==> config.mk <==
export PLATFORM = sky130hd
export DESIGN_NAME = bundle_issue_seq
export DESIGN_NICKNAME = d
export VERILOG_FILES = /design/src/rtl/bis_pkg.sv /design/src/rtl/bis_slot_gate.sv /design/src/rtl/bis_delay_fsm.sv /design/src/rtl/bis_pc_unit.sv /design/src/rtl/bundle_issue_seq.sv
export SDC_FILE = /design/constraint.sdc
export NUM_CORES = 1
export LEC_CHECK = 0
export BUFFER_PORTS_ARGS = -buffer_cell sky130_fd_sc_hd__buf_2
export CORE_AREA = 3 3 63 94
export DETAILED_ROUTE_END_ITERATION = 16
export DIE_AREA = 0 0 66 97
export HOLD_SLACK_MARGIN = 0.1
export PLACE_DENSITY = 0.71
export SYNTH_ARGS = -nofsm -noshare
export SYNTH_HDL_FRONTEND = slang
export SYNTH_SLANG_ARGS = --single-unit
==> constraint.sdc <==
create_clock -name clk -period 2.1 [get_ports clk]
set_input_delay 0.21 -clock clk [delete_from_list [all_inputs] [get_ports clk]]
set_output_delay 0.21 -clock clk [all_outputs]
set_load 0.02 [all_outputs]
==> src/rtl/bis_pkg.sv <==
package bis_pkg;
    typedef enum logic {
        ST_LINEAR = 1'b0,
        ST_SHADOW = 1'b1
    } seq_state_e;
endpackage

==> src/rtl/bis_slot_gate.sv <==
module bis_slot_gate #(
    parameter int NSLOT = 5,
    parameter int OP_W  = 8,
    parameter int GRD_W = 32
) (
    input  logic                  clk,
    input  logic                  rst_n,
    input  logic                  take,
    input  logic [NSLOT*OP_W-1:0] ops,
    input  logic [GRD_W-1:0]      guard,
    output logic [NSLOT-1:0]      issue_vld
);
    logic [NSLOT-1:0] live;
    logic             guard_on;

    assign guard_on = |guard;

    generate
        for (genvar s = 0; s < NSLOT; s++) begin : g_slot
            assign live[s] = |ops[s*OP_W +: OP_W];
        end
    endgenerate

    always_ff @(posedge clk) begin
        if (!rst_n)
            issue_vld <= '0;
        else if (take && guard_on)
            issue_vld <= live;
        else
            issue_vld <= '0;
    end
endmodule

==> src/rtl/bis_delay_fsm.sv <==
module bis_delay_fsm
    import bis_pkg::*;
#(
    parameter int PC_W  = 16,
    parameter int DELAY = 3
) (
    input  logic            clk,
    input  logic            rst_n,
    input  logic            take,
    input  logic            jmp_flag,
    input  logic            jmp_cond,
    input  logic [PC_W-1:0] jmp_tgt,
    output logic            redirect,
    output logic [PC_W-1:0] redir_addr,
    output logic            shadow_act,
    output logic            seq_err
);
    localparam int CNT_W = $clog2(DELAY + 1);

    seq_state_e       state, state_nx;
    logic [CNT_W-1:0] cnt;
    logic             t_arm, t_land;

    assign t_arm  = take && jmp_flag && !jmp_cond;
    assign t_land = take && (cnt == CNT_W'(1));

    always_comb begin
        state_nx = state;
        unique case (state)
            ST_LINEAR: if (t_arm)  state_nx = ST_SHADOW;
            ST_SHADOW: if (t_land) state_nx = ST_LINEAR;
            default:               state_nx = ST_LINEAR;
        endcase
    end

    always_ff @(posedge clk) begin
        if (!rst_n)
            state <= ST_LINEAR;
        else
            state <= state_nx;
    end

    always_ff @(posedge clk) begin
        if (!rst_n) begin
            cnt        <= '0;
            redir_addr <= '0;
            seq_err    <= 1'b0;
        end else begin
            seq_err <= 1'b0;
            unique case (state)
                ST_LINEAR: begin
                    if (t_arm) begin
                        cnt        <= CNT_W'(DELAY);
                        redir_addr <= jmp_tgt;
                    end
                end
                ST_SHADOW: begin
                    if (take) begin
                        cnt     <= cnt - CNT_W'(1);
                        seq_err <= jmp_flag;
                    end
                end
                default: cnt <= '0;
            endcase
        end
    end

    assign shadow_act = (state == ST_SHADOW);
    assign redirect   = shadow_act && t_land;
endmodule

==> src/rtl/bis_pc_unit.sv <==
module bis_pc_unit #(
    parameter int              PC_W      = 16,
    parameter logic [PC_W-1:0] BOOT_ADDR = 16'h0100
) (
    input  logic            clk,
    input  logic            rst_n,
    input  logic            take,
    input  logic            redirect,
    input  logic [PC_W-1:0] redir_addr,
    output logic [PC_W-1:0] fetch_addr
);
    always_ff @(posedge clk) begin
        if (!rst_n)
            fetch_addr <= BOOT_ADDR;
        else if (redirect)
            fetch_addr <= redir_addr;
        else if (take)
            fetch_addr <= fetch_addr + PC_W'(1);
    end
endmodule

==> src/rtl/bundle_issue_seq.sv <==
module bundle_issue_seq #(
    parameter int              NSLOT     = 5,
    parameter int              OP_W      = 8,
    parameter int              GRD_W     = 32,
    parameter int              PC_W      = 16,
    parameter int              DELAY     = 3,
    parameter logic [PC_W-1:0] BOOT_ADDR = 16'h0100,
    localparam int             IW        = NSLOT * OP_W + 1
) (
    input  logic             clk,
    input  logic             rst_n,
    input  logic             fetch_rdy,
    input  logic [IW-1:0]    instr_word,
    input  logic [GRD_W-1:0] guard_val,
    input  logic             jmp_cond,
    input  logic [PC_W-1:0]  jmp_tgt,
    output logic [PC_W-1:0]  fetch_addr,
    output logic [NSLOT-1:0] issue_vld,
    output logic             seq_err
);
    logic            jmp_flag;
    logic            redirect;
    logic            shadow_act;
    logic [PC_W-1:0] redir_addr;

    assign jmp_flag = instr_word[IW-1];

    bis_slot_gate #(.NSLOT(NSLOT), .OP_W(OP_W), .GRD_W(GRD_W)) u_gate (
        .clk(clk), .rst_n(rst_n), .take(fetch_rdy),
        .ops(instr_word[IW-2:0]), .guard(guard_val), .issue_vld(issue_vld)
    );

    bis_delay_fsm #(.PC_W(PC_W), .DELAY(DELAY)) u_dly (
        .clk(clk), .rst_n(rst_n), .take(fetch_rdy), .jmp_flag(jmp_flag),
        .jmp_cond(jmp_cond), .jmp_tgt(jmp_tgt), .redirect(redirect),
        .redir_addr(redir_addr), .shadow_act(shadow_act), .seq_err(seq_err)
    );

    bis_pc_unit #(.PC_W(PC_W), .BOOT_ADDR(BOOT_ADDR)) u_pc (
        .clk(clk), .rst_n(rst_n), .take(fetch_rdy), .redirect(redirect),
        .redir_addr(redir_addr), .fetch_addr(fetch_addr)
    );
endmodule

==> flow_summary_export.csv <==
group,metric,value,unit
logic_synthesis,ys_ff_latch,41,
place,io_buffers,114,
power,peakVddDrop,0.000290,V
setup_path,required,2.29,ns
logic_synthesis,synthesis.nets,341,
route,vias_per_cell,5.35,
clock_network,cts.sinks,41,
final_layout,drive_gt1_frac,0.369,
logic_synthesis,ys.flop_type,"dfxtp_1",
final_layout,multi_input_area,1100,sq um
final_layout,register_area,821,sq um
run,cap_violations,0,
place,place.detailed.hpwl,4830,um
grt,antenna_found_initial,0,
setup_path,r2r_start,"u_dly.cnt[0]$_SDFFE_PN0P_",
sta,period_needed,1.79,ns
sta,rsz0062_at_grt,"false",
sta,fin_crit_sh,0.855,
setup_path,reg2regPathDepth,5,
clock_network,clockBufferDepth,2,
floorplan,dieArea,6400,sq um
final_layout,area_growth,36.5,%
power,cellLeakagePower,1.16,nW
setup_path,critPathCaptureType,"register",
grt,track_usage,0.193,
logic_synthesis,async_flop_share,0,
outcome,run_status,"completed",
logic_synthesis,yosysSeqAreaShare,0.412,
clock_network,cts_resized,0,
route,route.detailed.drc,0,
logic_synthesis,syn_area_per_cell,8.11,sq um
grt,grt_overflow,0,
hold_path,hold_class,"primary input to register",
sta,relSlewSlack,0.668,
setup_path,critPathLaunch,"u_dly.cnt[0]$_SDFFE_PN0P_",
clock_network,cts_max_level,2,
final_layout,nets,454,
setup_path,critPathKind,"register to register",
sta,fmaxAchievable,557,MHz
floorplan,die_h,97,um
sta,fin_skew,0.00674,ns
sta,setup-violations-final,0,
logic_synthesis,syn_area,1990,sq um
route,wirelength,6050,um
sta,hold_slack,0.151,ns
hold_path,hold_path_depth,3,
floorplan,core-area,5160,sq um
hold_path,whs_endpoint,"u_dly.redir_addr[2]$_SDFFE_PN0P_",
route,initialDrtViolationCount,82,
clock_network,cts-root-buf,"clkbuf_8",
clock_network,cts_tree,"done",
floorplan,rows,32,
clock_network,clkLatencyLatePin,0.29,ns
route,ant_nets,0,
clock_network,cts_setup_buffers,0,
setup_path,rrSetupSlack,0.31,ns
clock_network,ctsHoldBuffers,0,
setup_path,arrival,1.98,ns
final_layout,fin_util,0.527,
route,drtPass1Iterations,4,
final_layout,final_common_cell,"buf_2",
logic_synthesis,synth.distinct_cells,47,
logic_synthesis,synth-edff-count,0,
grt,grt_max_degree,30,
setup_path,r2r_end,"u_pc.fetch_addr[15]$_SDFFE_PN0P_",
clock_network,cts_buffers,5,
sta,max_slew.worst_pin.slew,0.497,ns
grt,grt_pass1_vias,2318,
final_layout,layout_common_cells,"114 x buf_2, 51 x nand2_1, 41 x dfxtp_1, 26 x a21oi_1, 21 x nor4_1",
place,gp_congestion,0.887,
power,power.density,564,nW/um^2
sta,hold_viol,0,
floorplan,start_util,0.386,
logic_synthesis,synth_cells,246,
grt,grt_first_pass_wirelength,9780,um
route,via_count,2291,
hold_path,hp-start,"jmp_tgt[2]",
floorplan,ios,115,
setup_path,critPathLaunchType,"register",
final_layout,fill_cells,512,
setup_path,crit_fanout,14,
route,avgRoutedWirePerCell,14.1,um
sta,tns,0,ns
sta,finalMaxSlewViolations,0,
logic_synthesis,yosys_warnings,0,
clock_network,path_clk_slew,0.08,ns
final_layout,n_antenna_cell,0,
floorplan,fp.dieW,66,um
[critical path: stages (launching register included)]
cell	delay, ns
dfxtp_1	0.37
ha_1	0.25
and2_1	0.44
nor4_1	0.09
a22o_1	0.19
a311o_1	0.35
[kinds of logic after synthesis]
| group | share of synthesized area |
|---|---|
| AOI/OAI and AO/OA | 0.198 |
| xor gates and xnor gates | 0.0263 |
| adders and majority gates | 0.0125 |
| buffers and inverters | 0.0420 |
| DFF | 0.412 |
| muxes | 0.00502 |
| and+or+nand+nor | 0.305 |
[synth_stat cells (all sizes together) (2+ instances only)]
cell type / number / area, sq um
nand2: 52 / 198
dfxtp: 41 / 821
a21oi: 26 / 130
nor4: 22 / 153
nor2: 10 / 37.5
nand4: 8 / 65.1
o21ai: 8 / 40.0
buf: 7 / 35.0
clkbuf: 6 / 22.5
inv: 6 / 22.5
nand3: 6 / 42.5
a211oi: 4 / 30.0
and3: 4 / 25.0
xor2: 4 / 35.0
a311oi: 3 / 26.3
a31oi: 3 / 18.8
a221oi: 2 / 17.5
and2: 2 / 12.5
ha: 2 / 25.0
nand2b: 2 / 12.5
nor3: 2 / 10.0
o211ai: 2 / 15.0
o21a: 2 / 15.0
o41ai: 2 / 17.5
xnor2: 2 / 17.5
[state kept, by name, indices dropped and copies added, names as in the netlist]
signal and count:
u_dly.shadow_act 1, u_dly.cnt 2, u_dly.seq_err 1, u_gate.issue_vld 5
u_dly.redir_addr 16, u_pc.fetch_addr 16
[routing by layer]
metal | global-route usage | part of all wire | vias to the layer above
met5 | 0 | 0 | -
met2 | 0.359 | 0.54 | 103
met4 | 0.0829 | 0.017 | 0
met3 | 0.0430 | 0.081 | 6
li1 | - | - | 1128
met1 | 0.196 | 0.37 | 1054
[where the power goes]
| part | switching [mW] | internal (mW) | total (mW) |
|---|---|---|---|
| logic | 0.104 | 0.103 | 0.206 |
| clock network | 0.279 | 0.229 | 0.509 |
| registers | 0.0196 | 0.801 | 0.821 |
| total | 0.403 | 1.13 | 1.54 |
[metrics by stage]
stage,instance area (sq um),worst slack (ns),power (mW),instances
2_1_floorplan,1990,0.479,0.924,246
3_3_place_gp,2640,0.408,1.04,420
3_5_place_dp,2640,0.364,1.05,420
4_1_cts,2720,0.335,1.55,428
5_1_grt,2720,0.0784,1.61,428
6_report,2720,0.305,1.54,428
[worst max path at each step]
stage | endpoint | depth (start not counted)
floorplan | u_pc.fetch_addr[15]$_SDFFE_PN0P_ | 5
global placement | u_pc.fetch_addr[15]$_SDFFE_PN0P_ | 5
global route | u_pc.fetch_addr[5]$_SDFFE_PN0P_ | 5
CTS | u_pc.fetch_addr[15]$_SDFFE_PN0P_ | 5
detailed placement | u_pc.fetch_addr[15]$_SDFFE_PN0P_ | 5
finish | u_pc.fetch_addr[15]$_SDFFE_PN0P_ | 5
[area by class of cell]
class | count | share of cell area
Clock buffer | 5 | 0.0253
Clock inverter | 3 | 0.00643
Inverter | 7 | 0.00965
Multi-Input combinational cell | 185 | 0.403
Sequential cell | 41 | 0.301
Tap cell | 68 | 0.0313
Timing Repair Buffer | 119 | 0.223
Note: power is estimated with default switching activity, not from simulation.
